==> src/rtl/inv_chain_pkg.sv <==
package inv_chain_pkg;

  localparam int SLOT_W = 4;

  // squaring run lengths in chain order
  localparam int RUN0 = 5;
  localparam int RUN1 = 10;
  localparam int RUN2 = 20;
  localparam int RUN3 = 10;
  localparam int RUN4 = 50;
  localparam int RUN5 = 100;
  localparam int RUN6 = 50;
  localparam int RUN7 = 5;

  // run start (S) and run end (E) positions derived from the lengths
  localparam int S0 = 10;
  localparam int E0 = S0 + RUN0;
  localparam int S1 = E0 + 3;
  localparam int E1 = S1 + RUN1;
  localparam int S2 = E1 + 3;
  localparam int E2 = S2 + RUN2;
  localparam int S3 = E2 + 2;
  localparam int E3 = S3 + RUN3;
  localparam int S4 = E3 + 3;
  localparam int E4 = S4 + RUN4;
  localparam int S5 = E4 + 3;
  localparam int E5 = S5 + RUN5;
  localparam int S6 = E5 + 1;
  localparam int E6 = S6 + RUN6;
  localparam int S7 = E6 + 1;
  localparam int E7 = S7 + RUN7;
  localparam int NUM_OPS = E7 + 2;
  localparam int STEP_W  = $clog2(NUM_OPS);

  typedef logic [SLOT_W-1:0] slot_t;

  typedef enum logic [1:0] {
    OPC_MOVE = 2'd0,
    OPC_ADD  = 2'd1,
    OPC_SUB  = 2'd2,
    OPC_MUL  = 2'd3
  } opc_e;

  localparam logic BNK0 = 1'b0;
  localparam logic BNK1 = 1'b1;

  localparam slot_t SL_ZERO  = 4'd0;
  localparam slot_t SL_ONE   = 4'd1;
  localparam slot_t SL_SCR_A = 4'd2;
  localparam slot_t SL_SCR_B = 4'd3;
  localparam slot_t SL_P1    = 4'd4;
  localparam slot_t SL_P2    = 4'd5;
  localparam slot_t SL_P9    = 4'd6;
  localparam slot_t SL_P11   = 4'd7;
  localparam slot_t SL_M5    = 4'd8;
  localparam slot_t SL_M10   = 4'd9;
  localparam slot_t SL_M20   = 4'd10;
  localparam slot_t SL_M40   = 4'd11;
  localparam slot_t SL_M50   = 4'd12;
  localparam slot_t SL_M100  = 4'd13;

  typedef struct packed {
    opc_e  code;
    logic  src_bank;
    slot_t src_a;
    slot_t src_b;
    logic  dst_bank;
    slot_t dst;
    logic  mod2p;
  } uop_t;

endpackage

==> src/rtl/inv_chain_rom.sv <==
module inv_chain_rom
  import inv_chain_pkg::*;
(
  input  logic [STEP_W-1:0] step_i,
  output uop_t              op_o
);

  function automatic uop_t mk(input opc_e c, input logic sb, input slot_t a,
                              input slot_t b, input logic db, input slot_t d);
    uop_t u;
    u.code     = c;
    u.src_bank = sb;
    u.src_a    = a;
    u.src_b    = b;
    u.dst_bank = db;
    u.dst      = d;
    u.mod2p    = 1'b1;
    return u;
  endfunction

  function automatic uop_t cp(input logic sb, input slot_t a, input slot_t d);
    return mk(OPC_MOVE, sb, a, a, ~sb, d);
  endfunction

  // one squaring of a ping-pong run; odd positions run in the reverse direction
  function automatic uop_t sq(input logic first_bank, input slot_t first_slot,
                              input slot_t other_slot, input logic odd);
    logic sb;
    sb = first_bank ^ odd;
    return mk(OPC_MUL, sb, odd ? other_slot : first_slot, odd ? other_slot : first_slot,
              ~sb, odd ? first_slot : other_slot);
  endfunction

  logic [31:0] st;

  always_comb begin
    st   = 32'(step_i);
    op_o = mk(OPC_MOVE, BNK0, SL_ZERO, SL_ZERO, BNK1, SL_ZERO);
    if (st < S0) begin
      case (st)
        0:       op_o = cp(BNK0, SL_P1, SL_P1);
        1:       op_o = mk(OPC_MUL, BNK0, SL_P1, SL_P1, BNK1, SL_P2);
        2:       op_o = mk(OPC_MUL, BNK1, SL_P2, SL_P2, BNK0, SL_SCR_A);
        3:       op_o = mk(OPC_MUL, BNK0, SL_SCR_A, SL_SCR_A, BNK1, SL_SCR_B);
        4:       op_o = mk(OPC_MUL, BNK1, SL_SCR_B, SL_P1, BNK0, SL_P9);
        5:       op_o = cp(BNK1, SL_P2, SL_P2);
        6:       op_o = mk(OPC_MUL, BNK0, SL_P9, SL_P2, BNK1, SL_P11);
        7:       op_o = mk(OPC_MUL, BNK1, SL_P11, SL_P11, BNK0, SL_SCR_A);
        8:       op_o = mk(OPC_MUL, BNK0, SL_SCR_A, SL_P9, BNK1, SL_M5);
        default: op_o = cp(BNK1, SL_M5, SL_SCR_A);
      endcase
    end
    else if (st < E0)     op_o = sq(BNK0, SL_SCR_A, SL_SCR_B, st[0] ^ S0[0]);
    else if (st == E0)    op_o = mk(OPC_MUL, BNK1, SL_SCR_B, SL_M5, BNK0, SL_M10);
    else if (st == E0+1)  op_o = cp(BNK0, SL_M10, SL_SCR_A);
    else if (st == E0+2)  op_o = cp(BNK0, SL_M10, SL_M10);
    else if (st < E1)     op_o = sq(BNK1, SL_SCR_A, SL_SCR_B, st[0] ^ S1[0]);
    else if (st == E1)    op_o = mk(OPC_MUL, BNK1, SL_SCR_A, SL_M10, BNK0, SL_M20);
    else if (st == E1+1)  op_o = cp(BNK0, SL_M20, SL_SCR_A);
    else if (st == E1+2)  op_o = cp(BNK0, SL_M20, SL_M20);
    else if (st < E2)     op_o = sq(BNK1, SL_SCR_A, SL_SCR_B, st[0] ^ S2[0]);
    else if (st == E2)    op_o = mk(OPC_MUL, BNK1, SL_SCR_A, SL_M20, BNK0, SL_M40);
    else if (st == E2+1)  op_o = cp(BNK0, SL_M40, SL_SCR_A);
    else if (st < E3)     op_o = sq(BNK1, SL_SCR_A, SL_SCR_B, st[0] ^ S3[0]);
    else if (st == E3)    op_o = mk(OPC_MUL, BNK1, SL_SCR_A, SL_M10, BNK0, SL_M50);
    else if (st == E3+1)  op_o = cp(BNK0, SL_M50, SL_SCR_A);
    else if (st == E3+2)  op_o = cp(BNK0, SL_M50, SL_M50);
    else if (st < E4)     op_o = sq(BNK1, SL_SCR_A, SL_SCR_B, st[0] ^ S4[0]);
    else if (st == E4)    op_o = mk(OPC_MUL, BNK1, SL_SCR_A, SL_M50, BNK0, SL_M100);
    else if (st == E4+1)  op_o = cp(BNK0, SL_M100, SL_SCR_A);
    else if (st == E4+2)  op_o = cp(BNK0, SL_M100, SL_M100);
    else if (st < E5)     op_o = sq(BNK1, SL_SCR_A, SL_SCR_B, st[0] ^ S5[0]);
    else if (st == E5)    op_o = mk(OPC_MUL, BNK1, SL_SCR_A, SL_M100, BNK0, SL_SCR_B);
    else if (st < E6)     op_o = sq(BNK0, SL_SCR_B, SL_SCR_A, st[0] ^ S6[0]);
    else if (st == E6)    op_o = mk(OPC_MUL, BNK0, SL_SCR_B, SL_M50, BNK1, SL_SCR_A);
    else if (st < E7)     op_o = sq(BNK1, SL_SCR_A, SL_SCR_B, st[0] ^ S7[0]);
    else if (st == E7)    op_o = cp(BNK1, SL_P11, SL_P11);
    else                  op_o = mk(OPC_MUL, BNK0, SL_SCR_B, SL_P11, BNK1, SL_SCR_A);
  end

endmodule

==> src/rtl/inv_step_ctrl.sv <==
module inv_step_ctrl #(
  parameter int NUM_STEPS = 278,
  localparam int STEP_W   = $clog2(NUM_STEPS)
) (
  input  logic              clk,
  input  logic              rst_n,
  input  logic              start_i,
  input  logic              ack_i,
  output logic              valid_o,
  output logic              done_o,
  output logic [STEP_W-1:0] step_o
);

  localparam logic [STEP_W-1:0] LAST = STEP_W'(NUM_STEPS - 1);

  logic              valid_q, valid_d;
  logic              done_q, done_d;
  logic [STEP_W-1:0] step_q, step_d;
  logic              step_en;
  logic              is_last;

  assign is_last = (step_q == LAST);

  always_comb begin
    valid_d = valid_q;
    done_d  = 1'b0;
    step_d  = step_q;
    step_en = 1'b0;
    if (!valid_q) begin
      if (start_i) begin
        valid_d = 1'b1;
        step_d  = '0;
        step_en = 1'b1;
      end
    end
    else if (ack_i) begin
      if (is_last) begin
        valid_d = 1'b0;
        done_d  = 1'b1;
      end
      else begin
        step_d  = step_q + STEP_W'(1);
        step_en = 1'b1;
      end
    end
  end

  always_ff @(posedge clk or negedge rst_n) begin
    if (!rst_n) begin
      valid_q <= 1'b0;
      done_q  <= 1'b0;
      step_q  <= '0;
    end
    else begin
      valid_q <= valid_d;
      done_q  <= done_d;
      if (step_en) step_q <= step_d;
    end
  end

  assign valid_o = valid_q;
  assign done_o  = done_q;
  assign step_o  = step_q;


  start_idle_chk: assert property (@(posedge clk) disable iff (!rst_n)
    (!valid_o && start_i) |=> (valid_o && step_o == '0));


  busy_hold_chk: assert property (@(posedge clk) disable iff (!rst_n)
    (valid_o && !ack_i) |=> (valid_o && $stable(step_o)));


  ack_adv_chk: assert property (@(posedge clk) disable iff (!rst_n)
    (valid_o && ack_i && step_o != LAST) |=> (valid_o && step_o == $past(step_o) + STEP_W'(1)));


  idle_ack_chk: assert property (@(posedge clk) disable iff (!rst_n)
    (!valid_o && !start_i) |=> (!valid_o && !done_o));


  done_pulse_chk: assert property (@(posedge clk) disable iff (!rst_n)
    done_o |=> !done_o);


  done_cause_chk: assert property (@(posedge clk) disable iff (!rst_n)
    done_o |-> ($past(valid_o && ack_i && step_o == LAST) && !valid_o));


  step_range_chk: assert property (@(posedge clk) disable iff (!rst_n)
    step_o <= LAST);

endmodule

==> src/rtl/inv_chain_seq.sv <==
module inv_chain_seq
  import inv_chain_pkg::*;
(
  input  logic              clk,
  input  logic              rst_n,
  input  logic              start,
  input  logic              uop_ack,
  output logic              uop_valid,
  output logic [1:0]        uop_code,
  output logic              uop_src_bank,
  output logic [SLOT_W-1:0] uop_src_a,
  output logic [SLOT_W-1:0] uop_src_b,
  output logic              uop_dst_bank,
  output logic [SLOT_W-1:0] uop_dst,
  output logic              uop_mod,
  output logic              done
);

  logic [STEP_W-1:0] step;
  uop_t              op;

  inv_step_ctrl #(
    .NUM_STEPS (NUM_OPS)
  ) i_ctrl (
    .clk     (clk),
    .rst_n   (rst_n),
    .start_i (start),
    .ack_i   (uop_ack),
    .valid_o (uop_valid),
    .done_o  (done),
    .step_o  (step)
  );

  inv_chain_rom i_rom (
    .step_i (step),
    .op_o   (op)
  );

  assign uop_code     = op.code;
  assign uop_src_bank = op.src_bank;
  assign uop_src_a    = op.src_a;
  assign uop_src_b    = op.src_b;
  assign uop_dst_bank = op.dst_bank;
  assign uop_dst      = op.dst;
  assign uop_mod      = op.mod2p;


  bus_hold_chk: assert property (@(posedge clk) disable iff (!rst_n)
    (uop_valid && !uop_ack) |=> $stable({uop_code, uop_src_bank, uop_src_a, uop_src_b,
                                         uop_dst_bank, uop_dst, uop_mod}));


  bank_pingpong_chk: assert property (@(posedge clk) disable iff (!rst_n)
    (uop_valid && uop_code == OPC_MUL) |-> (uop_src_bank != uop_dst_bank));


  mod_sel_chk: assert property (@(posedge clk) disable iff (!rst_n)
    uop_valid |-> uop_mod);


  first_op_chk: assert property (@(posedge clk) disable iff (!rst_n)
    (!uop_valid && start) |=> (uop_code == OPC_MOVE && uop_src_bank == BNK0 &&
                               uop_src_a == SL_P1 && uop_dst_bank == BNK1 && uop_dst == SL_P1));


  move_src_chk: assert property (@(posedge clk) disable iff (!rst_n)
    (uop_valid && uop_code == OPC_MOVE) |-> (uop_src_a == uop_src_b && uop_src_bank != uop_dst_bank));

endmodule

==> config.mk <==
export PLATFORM = sky130hd
export DESIGN_NAME = inv_chain_seq
export DESIGN_NICKNAME = d
export VERILOG_FILES = /design/src/rtl/inv_chain_pkg.sv /design/src/rtl/inv_chain_rom.sv /design/src/rtl/inv_step_ctrl.sv /design/src/rtl/inv_chain_seq.sv
export SDC_FILE = /design/constraint.sdc
export NUM_CORES = 1
export LEC_CHECK = 0
export CAP_MARGIN = 15
export CORE_MARGIN = 2
export CORE_UTILIZATION = 43
export DETAILED_ROUTE_END_ITERATION = 6
export PLACE_DENSITY_LB_ADDON = 0.3
export SLEW_MARGIN = 20
export SYNTH_ARGS = -nofsm -noshare
export SYNTH_HDL_FRONTEND = slang
export SYNTH_HIERARCHICAL = 1
export SYNTH_SLANG_ARGS = --single-unit
==> constraint.sdc <==
create_clock -name clk -period 10.4 [get_ports clk]
set_input_delay 3.12 -clock clk [delete_from_list [all_inputs] [get_ports clk]]
set_output_delay 3.12 -clock clk [all_outputs]
set_load 0.005 [all_outputs]
# ---- Word-level counts from Yosys, hierarchy flattened
# Memories as Yosys holds them, arrays and structs flattened.
# Index checks and enable logic that the tools add are counted.
dict set report classes {
  addsub 1
  magnitude_cmp 9
  eq_ne 20
  mux 42
  bitwise 1
  reduce_logical 3
}
# op n
set op_table {}
lappend op_table {{$mux W17} 27}
lappend op_table {{$eq A9 B5 Y1 const B} 5}
lappend op_table {{$eq A9 B7 Y1 const B} 5}
lappend op_table {{$mux W9} 4}
lappend op_table {{$eq A9 B6 Y1 const B} 3}
lappend op_table {{$eq A9 B9 Y1 const B} 3}
lappend op_table {{$lt A9 B4 Y1 const B} 2}
lappend op_table {{$lt A9 B6 Y1 const B} 2}
lappend op_table {{$lt A9 B9 Y1 const B} 2}
lappend op_table {{$mux W1} 11}
lappend op_table {{$add A9 B1 Y9 const B} 1}
lappend op_table {{$eq A9 B4 Y1 const B} 1}
lappend op_table {{$eq A9 B8 Y1 const B} 1}
lappend op_table {{$lt A9 B5 Y1 const B} 1}
lappend op_table {{$lt A9 B7 Y1 const B} 1}
lappend op_table {{$lt A9 B8 Y1 const B} 1}
lappend op_table {{$logic_not A5 Y1} 1}
lappend op_table {{$ne A2 B2 Y1 const B} 2}
lappend op_table {{$reduce_and A4 Y1} 1}
lappend op_table {{$reduce_bool A2 Y1} 1}
lappend op_table {{$not A1 Y1} 1}
dict set report word_totals {
  ff_bits 11
  rom_bits 256
  inputBits 4
  out_inout_bits 19
  wordCells 80
  n_memories 1
}
# memory words word_bits rd rd_ports_with_merged_regs wr line_no
set memory_table {}
lappend memory_table {{(no name shown)} 16 16 1 0 0 inv_chain_rom.sv:40} ;# case (st)

# ---- Longest topological paths before layout
dict set report logic_depth {
  word_depth 27
  ltp_mapped 11
}

# ---- By module
# Netlist, hierarchy kept.
# module n_inst cells_per_inst area_each_um2 seq_area_each_um2
set by_module_without_submodules {}
lappend by_module_without_submodules {inv_chain_rom 1 249 1531.5 0.0}
lappend by_module_without_submodules {inv_step_ctrl 1 57 573.0 275.3}

# ---- Least setup slack after synthesis
# Ideal clock, no wire load.
dict set report synth_path {
  path_type {register to output}
  from {reg i_ctrl.step_q[1], in the netlist i_ctrl/step_o[1]}
  to {out uop_dst[0]}
  t_arrival_ps 2612
  t_required_ps 7280
  slack_ps 4668
  stages_incl_launch_ff 11
  path_cell_list {dfrtp_1 clkbuf_1 inv_1 ha_1 clkbuf_1 o21ba_2 nand3_1 a21boi_1 nand2_1 or4b_1 a31oi_1}
}
dict set report synth_between {
  elab_chain_len 27
}
# item line_no
set synth_lines {}
lappend synth_lines {{from (decl)} inv_step_ctrl.sv:18} ;# logic [STEP_W-1:0] step_q, step_d;
lappend synth_lines {{from (signal assigned)} inv_step_ctrl.sv:57} ;# if (step_en) step_q <= step_d;
lappend synth_lines {{parallel branches: the longest is 26 deep, another holds $lt A9 B9 Y1} -}
lappend synth_lines {{$mux W17 *} inv_chain_rom.sv:39} ;# if (st < S0) begin
lappend synth_lines {{to (decl)} inv_chain_seq.sv:14} ;# output logic [SLOT_W-1:0] uop_dst,
# Every way passes the cells marked *.

# ---- Worst setup path in the final report
# Ends and elaborated chain as after synthesis.

==> summary.txt <==
GRT
  – First-pass GRT wire length: 11800 µm
  – GRT overflow: 0
  – Antenna violations before repair: 0
  – GRT Total Usage: 0.271
  – Vias in the first global route: 2444
  – Largest net degree at the start of global routing: 34

STA
  – Pins over their slew limit: 0
  – RSZ-0062 raised after global routing: no
  – Fin Setup TNS: 0 ns
  – Rel. slew slack: 0.308
  – Clock Skew: 0.00593 ns
  – Slew @ Worst Pin: 1.03 ns
  – Max frequency: 0.148 GHz
  – Hold Fails Final Rpt: 0
  – Part of the cycle the worst path needs: 0.650
  – Min Tclk post-route: 6.76 ns
  – Final Setup Violations: 0

Place
  – PortBufs: 21
  – Placed Cells: 373
  – Post-DP HPWL: 4940 µm
  – Placed Area: 2320 µm²
  – RD Place Congestion: 0.997

Cells and area
  – Most common cell after layout, fill and taps aside: nand2_1
  – Fin cells: 377
  – Post-Route Utilization: 0.500
  – Fillcell total: 447
  – Multi-input gate area: 1680 µm²
  – Share of layout cells above drive strength 1: 0.0710
  – Sequential standard cell area: 275 µm²
  – Ant. Diodes: 0
  – Final net count: 325
  – Most frequent cells in the layout: nand2_1 (32), nor2_1 (25), a21oi_1 (22)
  – Area grow syn2layout: 12.2%
  – Fin area: 2360 µm²

Critical path
  – Critical Path RT: 7.28 ns
  – Critical path, cell by cell: inv_1 > ha_1 > o21ba_2 > nand3_1 > a21boi_1 > nand2_1 > or4b_1 > a31oi_1 > clkdlybuf4s50_1
  – Reg2reg path depth: 5
  – CP max stage cell: dfrtp_1
  – Worst r2r src: i_ctrl/step_o[1]
  – Crit Path Category: flop to output pin
  – Critical Path Sink Type: output pin
  – Slowest stage delay, CP: 0.82 ns
  – Crit path from: i_ctrl/step_o[1]
  – Setup crit start kind: flop
  – Crit-path max FO: 23
  – Crit path DAT: 3.64 ns

Logic synthesis
  – Synthesized area per cell: 6.88 µm²
  – Post-Synthesis Cells: 306
  – Syn_nets: 320
  – Seq/Total Area, Yosys: 0.131
  – Synth cell types: 64
  – Top_reg_cell synth: dfrtp_1
  – Mapped Area: 2100 µm²
  – #FFs+latches synth: 11
  – Synth warn: 6
  – Post-synth EDFFs: 0
  – Fraction of registers with async set or reset after synthesis: 1.00

Floorplanning
  – DIE HEIGHT: 74.0 µm
  – Core footprint: 4720 µm²
  – Starting density of the core: 0.446
  – Site Rows: 25
  – Die width: 74.0 µm
  – I/O Pins: 23
  – Die area: 5470 µm²

Clock tree
  – Post_cts resized: 0
  – H-tree depth: 1
  – Total setup buffers inserted after CTS: 0
  – Clock Latency Late Sink: 0.24 ns
  – CTS Hold Buffers Added: 0
  – Num CTS Buffers: 3
  – Longest Clk Path Bufs: 2
  – CTS tree: yes
  – Clock root cell: clkbuf_8
  – Worst-path clk slew: 0.05 ns
  – CTS Sinks: 11

Power and ir drop
  – Power per Cell Area: 343 nW/µm²
  – Pwr Total: 0.810 mW
  – Leak: 0.869 nW
  – Max VDD drop: 208 µV

Drt
  – DRT Wirelength: 7060 µm
  – First-pass iteration count of the detailed router: 7
  – Via/cell ratio: 6.78
  – Initial DRC count: 458
  – Antenna viol nets, final: 0
  – Post-route DRC: 0
  – Via Count: 2557
  – Routed WL per cell: 18.7 µm

Job
  – Max_cap viols: 0

Run status
  – Status: finished clean

Hold path
  – WHS Path Cells: 1
  – Worst hold path class: flop to flop
  – Hold_sp: i_ctrl/valid_o
state kept, by name, summed over array words and instances, names as in the netlist:
name	count
i_ctrl/valid_o	1
i_ctrl/step_o	9
i_ctrl/done_o	1
cell usage after synthesis (3+ instances only):
master / n / area (µm²)
nand2_1: 32 / 120
or4_1: 6 / 45.0
ha_1: 10 / 125
a31oi_1: 8 / 50.1
buf_2: 9 / 45.0
a211oi_1: 5 / 37.5
a21oi_1: 22 / 110
a21o_1: 3 / 22.5
o21ai_0: 13 / 65.1
and3_1: 3 / 18.8
mux2i_1: 8 / 80.1
dfrtp_1: 11 / 275
o21ai_1: 11 / 55.1
nor4b_1: 3 / 26.3
nor2b_1: 7 / 43.8
o211ai_1: 9 / 67.6
or2_1: 4 / 25.0
a21oi_2: 3 / 26.3
inv_1: 8 / 30.0
clkbuf_1: 13 / 48.8
o31ai_1: 5 / 37.5
a211o_1: 4 / 35.0
nand3_1: 14 / 70.1
nor3_1: 6 / 30.0
nand2b_1: 4 / 25.0
a22oi_1: 3 / 22.5
nand4_1: 6 / 37.5
a311oi_1: 3 / 26.3
nor2_1: 25 / 93.8
or3_1: 4 / 25.0
worst paths after layout:
path	end	slack (ns)
max	uop_dst[0]	3.64
min in group asynchronous	i_ctrl/step_o[3]	3.23
min reg2reg	i_ctrl/valid_o	0.66
max in group asynchronous	i_ctrl/step_o[4]	6.81
min	i_ctrl/valid_o	0.66
max reg2reg	i_ctrl/step_o[3]	8.48
logic make-up after synthesis:
logic type	Yosys count	share of synthesized area
AOI/OAI and AO/OA	111	0.361
adders and majority gates	10	0.0595
buffers and inverters	35	0.0713
DFF	11	0.131
muxes	8	0.0381
other	1	0.00178
and+or+nand+nor	130	0.338
critical path, delay by kind of cell (launching register included):
kind | cells | cell delay (ns)
AND/OR/NAND/NOR | 3 | 0.76
adder cells (fa/ha/maj) | 1 | 0.39
flip-flops | 1 | 0.82
AO/OA/AOI/OAI | 3 | 0.68
buffers and inverters | 2 | 0.75
metal layers:
layer,track usage,share of wire
met5,0,0
met4,0.105,0.036
met3,0.0447,0.10
met2,0.442,0.46
met1,0.360,0.40
stage by stage:
stage          worst slack [ns]  hold WS (ns)
5_1_grt                    3.44         0.709
6_report                   3.64         0.662
3_3_place_gp               4.06         0.631
4_1_cts                    3.70         0.660
3_5_place_dp               3.96         0.642
2_1_floorplan              4.67         0.502
power breakdown:
part           switching (mW)  internal [mW]  total, mW
Clock                  0.0157         0.0263     0.0420
Sequential             0.0424         0.0549     0.0973
Combinational           0.379          0.291      0.671
Total                   0.438          0.372      0.810
cell type report:
class / instances / area share
multi-input combinational: 260 / 0.711
tap: 67 / 0.0355
timing repair buffer: 25 / 0.102
inverter: 10 / 0.0159
clock inverter: 1 / 0.00212
clock buffer: 3 / 0.0175
sequential: 11 / 0.117
Note: power is estimated with default switching activity, not from simulation.
